## config.mk

```make
export PLATFORM = sky130hd
export DESIGN_NAME = pgent_seq
export DESIGN_NICKNAME = d
export VERILOG_FILES = /design/src/rtl/pgent_pkg.sv /design/src/rtl/pgent_seq.sv
export SDC_FILE = /design/constraint.sdc
export NUM_CORES = 1
export LEC_CHECK = 0
export BUFFER_PORTS_ARGS = -buffer_cell sky130_fd_sc_hd__buf_2
export CAP_MARGIN = 25
export CORE_AREA = 3 3 40 42
export DETAILED_ROUTE_END_ITERATION = 10
export DIE_AREA = 0 0 43 45
export GPL_TIMING_DRIVEN = 0
export PLACE_DENSITY = 0.34
export SYNTH_ARGS = -nofsm -noshare
export SYNTH_HDL_FRONTEND = slang
export SYNTH_SLANG_ARGS = --single-unit
```

## constraint.sdc

```tcl
create_clock -name clk -period 1.2 [get_ports clk]
set_input_delay 0.06 -clock clk [delete_from_list [all_inputs] [get_ports clk]]
set_output_delay 0.06 -clock clk [all_outputs]
set_load 0.05 [all_outputs]
```

## src/rtl/pgent_pkg.sv

```systemverilog
// Shared definitions for the page entry checker.
// Assumes a 64-bit entry with fixed bit positions for the checked fields.
package pgent_pkg;
    localparam int ENTRY_W    = 64;
    localparam int BIT_PRES   = 0;
    localparam int BIT_WRITE  = 1;
    localparam int BIT_USER   = 2;
    localparam int BIT_ACC    = 5;
    localparam int BIT_DIRTY  = 6;
    localparam int BIT_NOEXEC = 63;
    localparam int FRAME_LSB  = 12;

    typedef enum logic [1:0] {
        ACC_READ  = 2'd0,
        ACC_WRITE = 2'd1,
        ACC_EXEC  = 2'd2,
        ACC_READ2 = 2'd3
    } acc_kind_e;

    typedef enum logic [2:0] {
        CAUSE_NONE   = 3'd0,
        CAUSE_ABSENT = 3'd1,
        CAUSE_PRIV   = 3'd2,
        CAUSE_WPROT  = 3'd3,
        CAUSE_NOEXEC = 3'd4
    } cause_e;

    typedef enum logic [2:0] {
        SQ_IDLE, SQ_READ, SQ_CHECK, SQ_WBACK, SQ_DONE
    } seq_state_e;
endpackage

```

## src/rtl/pgent_seq.sv

```systemverilog
// Sequencer for one locked read-check-write transaction on the memory port.
// Assumes mem_ack completes the current access and may come on the first
// cycle of the request or any later one.
module pgent_seq
    import pgent_pkg::*;
(
    input  logic clk,
    input  logic rst_n,
    input  logic start,
    input  logic mem_ack,
    input  logic need_wb,
    output logic mem_req,
    output logic mem_we,
    output logic mem_lock,
    output logic idle,
    output logic rd_done,
    output logic in_check,
    output logic done
);
    seq_state_e st, st_nx;

    // Next-state choice for the transaction.
    always_comb begin
        st_nx = st;
        unique case (st)
            SQ_IDLE:  if (start) st_nx = SQ_READ;
            SQ_READ:  if (mem_ack) st_nx = SQ_CHECK;
            SQ_CHECK: st_nx = need_wb ? SQ_WBACK : SQ_DONE;
            SQ_WBACK: if (mem_ack) st_nx = SQ_DONE;
            SQ_DONE:  st_nx = SQ_IDLE;
            default:  st_nx = SQ_IDLE;
        endcase
    end

    // State register with synchronous reset.
    always_ff @(posedge clk) begin
        if (!rst_n) st <= SQ_IDLE;
        else        st <= st_nx;
    end

    // Port and status decode from the current state.
    always_comb begin
        mem_req  = (st == SQ_READ) || (st == SQ_WBACK);
        mem_we   = (st == SQ_WBACK);
        mem_lock = (st == SQ_READ) || (st == SQ_CHECK) || (st == SQ_WBACK);
        idle     = (st == SQ_IDLE);
        rd_done  = (st == SQ_READ) && mem_ack;
        in_check = (st == SQ_CHECK);
        done     = (st == SQ_DONE);
    end


    lock_span_chk: assert property (@(posedge clk) disable iff (!rst_n)
        (mem_req && mem_we) |-> $past(mem_lock));


    done_pulse_chk: assert property (@(posedge clk) disable iff (!rst_n)
        done |=> !done);
endmodule

```

# Word level (Yosys, flattened, before mapping)
# Index checks and enable logic that the tools add are counted.
# word_totals
wordCells	19
ramBits	0
romBits	0
regBits	3
latch_bits	0
n_memories	0
inputBits	5
output_inout_bits	7
# op_classes
addsub	0
div_mod_pow	0
eq_ne	7
n_lt_le_gt_ge	0
shifts	0
n_bitwise	0
mul	0
reduce_logical	6
muxes	5
# ops
operator	n
two-way mux 3 bit	4
case mux 3 bit (4 select lines)	1
equality test 3 x 2 -> 1 bit (second input constant)	2
!= test 2 bit (second input constant)	3
equality test 3 x 1 -> 1 bit (second input constant)	1
equality test 3 bit (second input constant)	1
logical NOT 3 bit	1
logical OR 1 bit	3
AND reduction 3 bit	1
logical AND 1 bit	1

# Longest topological paths before layout
# logic_depth
word_depth	3
ltp_mapped	4
depth_no_buf	3

# Worst setup path before layout
# OpenSTA, ideal clock, no wires.
# synth_path
kind	reg2out
from	register st[1]
to	output port in_check
stages_incl_launch_ff	3
required_ps	1140
t_arrival_ps	1595
n_path_buf	1
slack_ps	-455
cell_sequence	dfxtp_1 > buf_4 > nor3b_1
# synth_via
elab_chain_len	1
# synth_lines
element	line	text
start: declaration	pgent_seq.sv:20	seq_state_e st, st_nx;
start signal: assignment	pgent_seq.sv:38	else st <= st_nx;
equality test 3 x 2 -> 1 bit	pgent_seq.sv:48	in_check = (st == SQ_CHECK);
end: declaration	pgent_seq.sv:17	output logic in_check,
# No other way between the ends.

# Worst setup path after layout
# layout_path
from	register st[0]
to	output port rd_done
# layout_via
elab_chain_len	2
# layout_lines
element	line	text
equality test 3 x 1 -> 1 bit	pgent_seq.sv:47	rd_done = (st == SQ_READ) && mem_ack;
logical AND 1 bit	pgent_seq.sv:47	
end: declaration	pgent_seq.sv:16	output logic rd_done,
# No other way between the ends.

==> impl_metrics.csv <==
group,metric,value,unit
setup_path,critPathLaunchType,"flip-flop",
yosys,synth.top_cells.by_area,"dfxtp_1 (29%), buf_4 (7.3%), nor3b_1 (7.3%)",
sta,rsz0062_at_grt,"yes",
routing,dr.pass1.iters,4,
sta,finClkSkew,0.994,ps
worst_hold_path,worstHoldPathCells,3,
placement,hpwl,381,µm
routing,final_antenna_net_count,0,
grt,track_usage,6.07,%
setup_path,critPathRequiredTime,1140,ps
layout,largest_reg_flops,3,
floorplanning,die-height,45,µm
pwr,power_leakage,0.000176,µW
setup_path,critPathLaunch,"st[0]",
yosys,yosys.area.top_type,"dfxtp_1",
pwr,p_switching,207,µW
yosys,synth_top_family_by_area,"simple AND/OR/NAND/NOR gates",
yosys,syn_inst,24,
layout,nets,47,
pwr,p_per_area,1380,nW/µm²
setup_path,crit_family,"simple AND/OR/NAND/NOR gates",
yosys,syn_area_per_cell,8.60,µm²
setup_path,worstPathArrival,1140,ps
grt,antenna_found_initial,0,
yosys,synthesis.nets,29,
pwr,power.internal,325,µW
setup_path,path_cells,"and2b_2 > and3b_2 > buf_8",
yosys,synth_seq_area_share,29.1,%
worst_hold_path,hold_class,"in2reg",
setup_path,crit_fanout,5,
sta,worstMarginPinSlew,255,ps
pwr,switching_share,38.9,%
floorplanning,io_pins,12,
yosys,synth.top_cell.area_share,29.1,%
clock_tree,cts_root_buf,"clkbuf_4",
routing,post-route-drc-count,0,
worst_hold_path,hold_path_startpoint,"rst_n",
routing,first_iter_violations,4,
sta,finalSetupViolations,0,
routing,viasPerCell,4.04,
grt,grt_max_degree,11,
layout,regMostFlops,"st",
yosys,synthXorXnorAreaFrac,4.24,%
yosys,synth_area,206,µm²
setup_path,ff2ff_path_depth,4,
setup_path,path_buf_inv,1,
setup_path,r2r-start,"st[0]",
setup_path,path_class,"reg2out",
pwr,pwr-share-seq,22.6,%
routing,vias,226,
yosys,synth_simple_gate_area_share,40.6,%
clock_tree,clk_pin_slew,30,ps
clock_tree,cts_buffers,3,
pwr,p_clk_share,32.3,%
placement,placed_cell_area,293,µm²
yosys,muxShareOfSynthArea,0,%
grt,grt_pass1_wl,821,µm
sta,hold_viol_final,0,
yosys,synth_cell_type_count,19,
yosys,yosysWarnings,0,
sta,setup_tns,0,ps
sta,slew_headroom,83.1,%
clock_tree,clock_latency,230,ps
layout,area_growth,86.7,%
floorplanning,die_w,43,µm
layout,antennaDiodeCount,0,
grt,grt_pass1_vias,221,
placement,portBuffers,11,
outcome,outcome,"finished, final reports clean",
sta,slew_viol_final,0,
yosys,synthAdderAreaFrac,0,%
clock_tree,cts.sinks,3,
layout,postLayoutCellArea,385,µm²
layout,top_regs,"st x3",
grt,grt_remaining_overflow,0,
run,maxCapViolCount,0,
setup_path,end_kind,"output port",
routing,wl_per_cell,9.54,µm
pwr,comb_power_share,45.1,%
yosys,yosys_register_bits,3,
routing,wl,534,µm
sta,min_period,1200,ps
floorplanning,start_util,16.1,%
clock_tree,clk_path_buf_depth,2,
layout,drive_gt1_share,70.7,%
floorplanning,die-area,1940,µm²
yosys,synth_compound_area_share,17.0,%
floorplanning,num_rows,13,
clock_tree,cts_tree,"yes",
sta,period_share,100,%
placement,gp_congestion,0.747,
setup_path,slowest_stage,"dfxtp_4",
setup_path,slowest_delay,360,ps
sta,fmax,834,MHz
layout,n_fill_cell,148,
setup_path,critical_path_depth,3,
floorplanning,core-area,1280,µm²
pwr,ir_drop,0.281,mV
clock_tree,ctsHtreeMaxLevel,1,
clock_tree,cts_hold_buf,0,
==> power groups by stage <==
stage               Combinational (µW)  Clock (µW)  Sequential [µW]
floorplan                          173           0              114
global placement                   214           0              115
detailed placement                 215           0              116
CTS                                231         183              119
global route                       254         189              122
finish                             240         172              120
==> layout make-up <==
cell class	count	area (µm²)	area share, %
Tap cell	15	18.8	4.87
Clock buffer	4	26.3	6.82
Sequential cell	3	67.6	17.5
Inverter	1	3.75	0.974
Multi-Input combinational cell	18	146	38.0
Buffer	1	7.51	1.95
Timing Repair Buffer	14	115	29.9
==> Yosys cell counts, drive strengths merged <==
library cell and n:
buf 2, nor3 2, and2 2, nor2 2, a21oi 2, inv 1
xnor2 1, a211oi 1, nor3b 2, o21ai 1, and2b 1, and3b 1
a211o 1, nand2b 2, dfxtp 3
==> per-stage QoR <==
step	power, µW	hold slack (ps)	util (%)	cells	setup WS, ps
after floorplan	288	208	-	24	6.68
final	532	90.5	30.0	56	0.522
after global routing	565	85.0	30.0	56	-60.0
after CTS	532	80.4	28.7	56	-8.15
after global placement	329	336	22.8	50	18.9
after detailed placement	331	335	22.8	50	9.84
==> metal layers <==
layer  track usage [%]  up-vias  wire length [µm]
li1                  -      115                 -
met1              6.25      104               236
met2              9.58        7               266
met3              1.20        0                32
met4              7.23        0                 0
met5                 0        -                 0
==> tightest hold or removal path, cell delays in order <==
cell      delay (ps)
buf_2            100
nand2b_2          80
a21oi_2           30
==> cell families after synthesis <==
group	after synthesis
DFF	3
and+or+nand+nor	12
xor gates and xnor gates	1
AOI/OAI and AO/OA	5
buffers and inverters	3
==> path summary, 6_finish.rpt <==
| kind | endpoint | slack [ps] |
|---|---|---|
| worst max-delay path | rd_done | 0.5 |
| worst min-delay path | st[0] | 90 |
| worst max register to register | st[2] | 220 |
| worst min register to register | st[1] | 630 |
==> timing repair <==
| item | CTS | global route |
|---|---|---|
| setup endpoints to repair | 4 | 5 |
| buffers inserted | 3 | 0 |
| pin swaps | 1 | 0 |
| gates resized for setup | 13 | 4 |
==> cell usage in the layout, fill, tap and decap left out <==
cell      count
buf_4         5
buf_2         5
clkbuf_4      4
nor3_2        2
and2_2        2
nor2_1        2
buf_8         2
buf_6         2
dfxtp_4       2
nor3b_4       1
and2b_2       1
and3b_2       1
xnor2_1       1
a21oi_1       1
nand2b_2      1
a211oi_1      1
inv_1         1
a211o_1       1
nand2b_1      1
a21oi_2       1
o21ai_0       1
nor3b_1       1
clkbuf_1      1
dfxtp_1       1
(Power assumes the default switching activity.)
